--- src/rtl/wsb_pkg.sv ---
package wsb_pkg;
  localparam int DEF_DEPTH = 4;
  localparam int DEF_AW    = 32;
  localparam int DEF_DW    = 32;

  // Advance a slot index with wrap at the buffer depth.
  function automatic int slot_next(input int idx, input int depth);
    return (idx + 1 >= depth) ? 0 : idx + 1;
  endfunction

  // Physical slot at a given age offset from the oldest slot.
  function automatic int slot_at(input int head, input int offs, input int depth);
    int s;
    s = head + offs;
    if (s >= depth) s = s - depth;
    return s;
  endfunction
endpackage

--- src/rtl/wsb_ctrl.sv ---
module wsb_ctrl #(
  parameter int DEPTH = 4,
  parameter int PW    = 2,
  parameter int CW    = 3
) (
  input  logic          clk,
  input  logic          rst_n,
  input  logic          st_valid,
  input  logic          mem_ack,
  output logic          push,
  output logic          pop,
  output logic [PW-1:0] wr_ptr,
  output logic [PW-1:0] rd_ptr,
  output logic [CW-1:0] count,
  output logic          full,
  output logic          empty,
  output logic          st_stall
);
  import wsb_pkg::*;

  logic [PW-1:0] wp_q, wp_d, rp_q, rp_d;
  logic [CW-1:0] cnt_q, cnt_d;
  logic          cnt_en;

  always_comb begin
    empty    = (cnt_q == '0);
    full     = (cnt_q == CW'(DEPTH));
    pop      = !empty && mem_ack;
    push     = st_valid && (!full || pop);
    st_stall = st_valid && !push;

    wp_d  = push ? PW'(slot_next(int'(wp_q), DEPTH)) : wp_q;
    rp_d  = pop  ? PW'(slot_next(int'(rp_q), DEPTH)) : rp_q;
    cnt_en = push ^ pop;
    cnt_d  = cnt_q;
    if (push && !pop) cnt_d = cnt_q + CW'(1);
    if (pop && !push) cnt_d = cnt_q - CW'(1);
  end

  always_ff @(posedge clk or negedge rst_n) begin
    if (!rst_n) begin
      wp_q  <= '0;
      rp_q  <= '0;
      cnt_q <= '0;
    end else begin
      if (push)   wp_q  <= wp_d;
      if (pop)    rp_q  <= rp_d;
      if (cnt_en) cnt_q <= cnt_d;
    end
  end

  assign wr_ptr = wp_q;
  assign rd_ptr = rp_q;
  assign count  = cnt_q;

  AST_NO_OVERFLOW: assert property (@(posedge clk) disable iff (!rst_n)
    full && !mem_ack |=> $stable(count)) else $error("overflow");
  AST_FULL_SWAP: assert property (@(posedge clk) disable iff (!rst_n)
    full && mem_ack && st_valid |=> full) else $error("swap lost");
  AST_STRAY_ACK: assert property (@(posedge clk) disable iff (!rst_n)
    empty && mem_ack && !st_valid |=> empty) else $error("stray ack");
  AST_FLAG_EXCL: assert property (@(posedge clk) disable iff (!rst_n)
    !(full && empty)) else $error("flags");
endmodule

--- src/rtl/wsb_store.sv ---
module wsb_store #(
  parameter int DEPTH = 4,
  parameter int AW    = 32,
  parameter int DW    = 32,
  parameter int PW    = 2
) (
  input  logic                     clk,
  input  logic                     rst_n,
  input  logic                     push,
  input  logic                     pop,
  input  logic [PW-1:0]            wr_ptr,
  input  logic [PW-1:0]            rd_ptr,
  input  logic [AW-1:0]            st_addr,
  input  logic [DW-1:0]            st_data,
  output logic [DEPTH-1:0]         slot_vld,
  output logic [DEPTH-1:0][AW-1:0] slot_addr,
  output logic [DEPTH-1:0][DW-1:0] slot_data
);
  for (genvar g = 0; g < DEPTH; g++) begin : g_slot
    logic set_v, clr_v, v_d;
    logic v_q;
    logic [AW-1:0] a_q;
    logic [DW-1:0] d_q;

    always_comb begin
      set_v = push && (wr_ptr == PW'(g));
      clr_v = pop  && (rd_ptr == PW'(g));
      v_d   = v_q;
      if (clr_v) v_d = 1'b0;
      if (set_v) v_d = 1'b1;
    end

    always_ff @(posedge clk or negedge rst_n) begin
      if (!rst_n) v_q <= 1'b0;
      else if (set_v || clr_v) v_q <= v_d;
    end

    always_ff @(posedge clk) begin
      if (set_v) begin
        a_q <= st_addr;
        d_q <= st_data;
      end
    end

    assign slot_vld[g]  = v_q;
    assign slot_addr[g] = a_q;
    assign slot_data[g] = d_q;
  end

  AST_POP_OCCUPIED: assert property (@(posedge clk) disable iff (!rst_n)
    pop |-> slot_vld[rd_ptr]) else $error("pop of empty slot");
  AST_PUSH_FREE: assert property (@(posedge clk) disable iff (!rst_n)
    push |-> (!slot_vld[wr_ptr] || (pop && rd_ptr == wr_ptr))) else $error("slot overwrite");
endmodule

--- src/rtl/wsb_lookup.sv ---
module wsb_lookup #(
  parameter int DEPTH = 4,
  parameter int AW    = 32,
  parameter int DW    = 32,
  parameter int PW    = 2
) (
  input  logic [DEPTH-1:0]         slot_vld,
  input  logic [DEPTH-1:0][AW-1:0] slot_addr,
  input  logic [DEPTH-1:0][DW-1:0] slot_data,
  input  logic [PW-1:0]            rd_ptr,
  input  logic                     rd_check,
  input  logic [AW-1:0]            rd_addr,
  output logic                     rd_hit,
  output logic [DW-1:0]            rd_data
);
  import wsb_pkg::*;

  logic [DEPTH-1:0] match;

  for (genvar g = 0; g < DEPTH; g++) begin : g_cmp
    assign match[g] = slot_vld[g] && (slot_addr[g] == rd_addr);
  end

  // Walk from oldest to youngest; later matches override earlier ones.
  always_comb begin
    rd_hit  = 1'b0;
    rd_data = '0;
    for (int k = 0; k < DEPTH; k++) begin
      int s;
      s = slot_at(int'(rd_ptr), k, DEPTH);
      if (rd_check && match[s]) begin
        rd_hit  = 1'b1;
        rd_data = slot_data[s];
      end
    end
  end
endmodule

--- src/rtl/wt_store_buffer.sv ---
module wt_store_buffer #(
  parameter int DEPTH = wsb_pkg::DEF_DEPTH,
  parameter int AW    = wsb_pkg::DEF_AW,
  parameter int DW    = wsb_pkg::DEF_DW
) (
  input  logic          clk,
  input  logic          rst_n,
  input  logic          st_valid,
  input  logic [AW-1:0] st_addr,
  input  logic [DW-1:0] st_data,
  output logic          st_stall,
  output logic          mem_req,
  output logic [AW-1:0] mem_addr,
  output logic [DW-1:0] mem_data,
  input  logic          mem_ack,
  input  logic          rd_check,
  input  logic [AW-1:0] rd_addr,
  output logic          rd_hit,
  output logic [DW-1:0] rd_data,
  output logic          empty,
  output logic          full
);
  localparam int PW = (DEPTH > 1) ? $clog2(DEPTH) : 1;
  localparam int CW = $clog2(DEPTH + 1);

  logic                     push, pop;
  logic [PW-1:0]            wr_ptr, rd_ptr;
  logic [CW-1:0]            count;
  logic [DEPTH-1:0]         slot_vld;
  logic [DEPTH-1:0][AW-1:0] slot_addr;
  logic [DEPTH-1:0][DW-1:0] slot_data;

  wsb_ctrl #(.DEPTH(DEPTH), .PW(PW), .CW(CW)) u_ctrl (
    .clk(clk), .rst_n(rst_n), .st_valid(st_valid), .mem_ack(mem_ack),
    .push(push), .pop(pop), .wr_ptr(wr_ptr), .rd_ptr(rd_ptr),
    .count(count), .full(full), .empty(empty), .st_stall(st_stall)
  );

  wsb_store #(.DEPTH(DEPTH), .AW(AW), .DW(DW), .PW(PW)) u_store (
    .clk(clk), .rst_n(rst_n), .push(push), .pop(pop),
    .wr_ptr(wr_ptr), .rd_ptr(rd_ptr), .st_addr(st_addr), .st_data(st_data),
    .slot_vld(slot_vld), .slot_addr(slot_addr), .slot_data(slot_data)
  );

  wsb_lookup #(.DEPTH(DEPTH), .AW(AW), .DW(DW), .PW(PW)) u_look (
    .slot_vld(slot_vld), .slot_addr(slot_addr), .slot_data(slot_data),
    .rd_ptr(rd_ptr), .rd_check(rd_check), .rd_addr(rd_addr),
    .rd_hit(rd_hit), .rd_data(rd_data)
  );

  assign mem_req  = !empty;
  assign mem_addr = slot_addr[rd_ptr];
  assign mem_data = slot_data[rd_ptr];

  AST_REQ_HOLD: assert property (@(posedge clk) disable iff (!rst_n)
    mem_req && !mem_ack |=> mem_req && $stable(mem_addr) && $stable(mem_data))
    else $error("req dropped");
  AST_HIT_GATED: assert property (@(posedge clk) disable iff (!rst_n)
    rd_hit |-> rd_check) else $error("ungated hit");
  AST_NO_STALL_ROOM: assert property (@(posedge clk) disable iff (!rst_n)
    !full |-> !st_stall) else $error("stall with room");
  AST_VALID_COUNT: assert property (@(posedge clk) disable iff (!rst_n)
    $countones(slot_vld) == int'(count)) else $error("valid mismatch");
endmodule

--- config.mk ---
export PLATFORM = sky130hd
export DESIGN_NAME = wt_store_buffer
export DESIGN_NICKNAME = d
export VERILOG_FILES = /design/src/rtl/wsb_pkg.sv /design/src/rtl/wsb_ctrl.sv /design/src/rtl/wsb_store.sv /design/src/rtl/wsb_lookup.sv /design/src/rtl/wt_store_buffer.sv
export SDC_FILE = /design/constraint.sdc
export NUM_CORES = 1
export LEC_CHECK = 0
export BUFFER_PORTS_ARGS = -buffer_cell sky130_fd_sc_hd__buf_2
export CORE_UTILIZATION = 59
export CTS_CLUSTER_SIZE = 24
export DETAILED_ROUTE_END_ITERATION = 10
export GPL_TIMING_DRIVEN = 0
export PLACE_DENSITY = 0.8
export REMOVE_ABC_BUFFERS = 1
export SYNTH_ARGS = -nofsm -noshare
export SYNTH_HDL_FRONTEND = slang
export SYNTH_SLANG_ARGS = --single-unit
--- constraint.sdc ---
create_clock -name clk -period 4.1 [get_ports clk]
set_clock_uncertainty 0.15 [all_clocks]
set_input_delay 0.41 -clock clk [delete_from_list [all_inputs] [get_ports clk]]
set_output_delay 0.41 -clock clk [all_outputs]
set_load 0.03 [all_outputs]
==> results.json <==
{
  "status": "complete, no violations",
  "htreeDepth": 1,
  "drt-initial-drc-count": 922,
  "setup_viol": 0,
  "cp-start-kind": "flop",
  "synth_ff_type": "edfxtp_1",
  "place.gp.congestion": 0.8501,
  "slew_viol_final": 0,
  "r2r-start": "u_ctrl.count[1]$_DFFE_PN0P_",
  "area_growth_pct": 23.32,
  "initial_core_util": 0.6045,
  "cts_inserted_buffers": 29,
  "drive_gt1_frac": 0.4427,
  "path_max_fanout": 26,
  "cts_tree": "done",
  "grt_pass1_wl_um": 57280,
  "slowest_stage": "edfxtp_1",
  "p_leak_nw": 6.616,
  "ioPinCount": 202,
  "crit_required_ns": 3.54,
  "clock_latency_ns": 0.55,
  "period_share": 0.9727,
  "rsz0062_at_grt": "true",
  "final_common_cell": "edfxtp_1",
  "first_pass_iters": 5,
  "worstSetupStartpoint": "u_store.g_slot[1].a_q[31]$_DFFE_PP_",
  "wl_per_cell_um": 25.41,
  "drc": 0,
  "r2r_cells": 6,
  "min_path_type": "input pin to asynchronous set/reset pin",
  "nNetsFinal": 1266,
  "fin_ws_ns": 0.1119,
  "finalSetupTns_ns": 0,
  "slowest_delay_ns": 0.42,
  "design.die.area_um2": 26520,
  "routed-via-count": 10000,
  "worstPathArrival_ns": 3.43,
  "die_x_um": 162.9,
  "finalHoldViolations": 0,
  "std_cell_rows": 58,
  "grt_usage": 0.2901,
  "synthCells": 905,
  "grt_max_degree": 61,
  "path_cells": "xnor2_1 > nand4_1 > nor4_4 > nand4_1 > buf_4 > a21oi_4 > o21ai_4 > clkbuf_16 > buf_12 > o2111ai_1 > o221a_4 > buf_2",
  "synth_top_cell_area_share": 0.5036,
  "vias_per_cell": 6.608,
  "ys_top_cells_by_area": "edfxtp_1 (50%), mux4_2 (24%), xnor2_1 (6.8%)",
  "die-height_um": 162.9,
  "crit_type": "flop to primary output",
  "post-dp-hpwl_um": 23830,
  "ir_worst_vdd_v": 0.0006490,
  "mostFrequentLayoutCells": "edfxtp_1 (256), buf_2 (199), mux4_2 (160)",
  "fmax_mhz": 250.7,
  "coreArea_um2": 25250,
  "slew_headroom": 0.3919,
  "clk_pin_slew_ns": 0.06,
  "synth_largest_area_cell": "edfxtp_1",
  "p_total_mw": 13.99,
  "postSynthAreaPerCell_um2": 16.87,
  "cts_root_buf": "clkbuf_16",
  "first_global_vias": 9940,
  "postRouteAntennaNets": 0,
  "period_needed_ns": 3.988,
  "synth_edf_count": 256,
  "max-cap-violations": 0,
  "end_kind": "primary output",
  "clk_path_buf_depth": 3,
  "cpMostUsedCell": "nand4_1",
  "syn_area_um2": 15270,
  "port_buffers": 201,
  "routed_wl_um": 38470,
  "ys_seq_elements": 267,
  "synth-async-reset-ratio": 0.04120,
  "ys_types": 42,
  "seq_area_frac_synth": 0.5216,
  "numClockSinks": 267,
  "antenna_found_initial": 5,
  "overflow": 0,
  "p_per_area_nw_per_um2": 742.9,
  "reg2reg_slack_ns": 1.50,
  "place_ws_ns": -0.2230,
  "ys_warn_count": 0,
  "worst_pin_slew_ns": 0.9122
}
-- final timing paths --
kind,end
min in group clk,u_ctrl.rd_ptr[0]$_DFFE_PN0N_
setup reg to reg,u_store.g_slot[2].d_q[22]$_DFFE_PP_
hold reg to reg,u_ctrl.count[2]$_DFFE_PN0P_
max in group asynchronous,u_ctrl.rd_ptr[1]$_DFFE_PN0N_
hold / removal,u_store.g_slot[1].v_q$_DFFE_PN0P_
setup / recovery,rd_data[27]
-- power breakdown --
group / switching, mW / internal [mW]
combinational: 3.98 / 3.25
clock: 1.08 / 1.67
sequential: 0.384 / 3.61
total: 5.45 / 8.54
-- worst max-delay path: cells and delay by family, from the launching register on --
family	cells	cell delay, ns
AOI/OAI and AO/OA	4	0.71
xor gates and xnor gates	1	0.22
DFF	1	0.42
and+or+nand+nor	3	0.76
buffers and inverters	4	0.77
-- logic make-up after synthesis --
family,count (synthesis),synth area share
AOI/OAI and AO/OA,82,0.06803
xor gates and xnor gates,130,0.07458
adders and majority gates,9,0.007869
buffers and inverters,128,0.04041
DFF,267,0.5216
muxes,161,0.2368
and+or+nand+nor,128,0.05073
-- stage by stage --
step                utilization  hold slack (ns)  cells  cell area, um^2
floorplan                     -         -0.03559    817            14800
global placement         0.6422           0.1482   1348            16220
detailed placement       0.6604           0.1482   1364            16680
CTS                      0.7400           0.1068   1499            18690
global route             0.7451           0.1328   1511            18820
finish                   0.7454           0.1159   1514            18830
-- cell type report --
class,count,area [um^2]
Antenna cell,5,12.51
Clock buffer,31,733.2
Clock inverter,23,280.3
Fill cell,1474,6429
Inverter,40,153.9
Multi-Input combinational cell,512,6948
Sequential cell,267,7970
Tap cell,330,412.9
Timing Repair Buffer,306,2315
-- layer usage --
metal | share of wire | global-route usage | vias to the layer above
li1 | - | - | 4274
met1 | 0.36 | 0.3625 | 5113
met2 | 0.52 | 0.5035 | 530
met3 | 0.081 | 0.05449 | 85
met4 | 0.036 | 0.1092 | 2
met5 | 0.00034 | 0 | -
-- cell usage after synthesis (8+ instances only) --
cell and n:
edfxtp_1 256, mux4_2 160, xnor2_1 118, nand4_1 67
buf_2 46, inv_1 40, clkbuf_1 30, o2111ai_1 30
o221a_4 30, nand2_1 13, xor2_1 12, dfrtp_1 11
nand3_1 10, ha_1 8
-- timing repair --
| item | 4_1_cts | 5_1_grt |
|---|---|---|
| pin swaps | 8 | 15 |
| resized for setup | 21 | 10 |
| setup buffers | 14 | 10 |
| hold endpoints to repair | 267 | 0 |
| gates cloned | 2 | 1 |
| hold buffers | 65 | 0 |
| endpoints found under the setup margin | 32 | 32 |
-- flip-flops by register name, indices dropped and copies added, names as in the netlist --
name                cells
u_ctrl.rd_ptr           2
u_ctrl.count            3
u_ctrl.wr_ptr           2
u_store.g_slot.d_q    128
u_store.g_slot.v_q      4
u_store.g_slot.a_q    128
(Power assumes the default switching activity.)
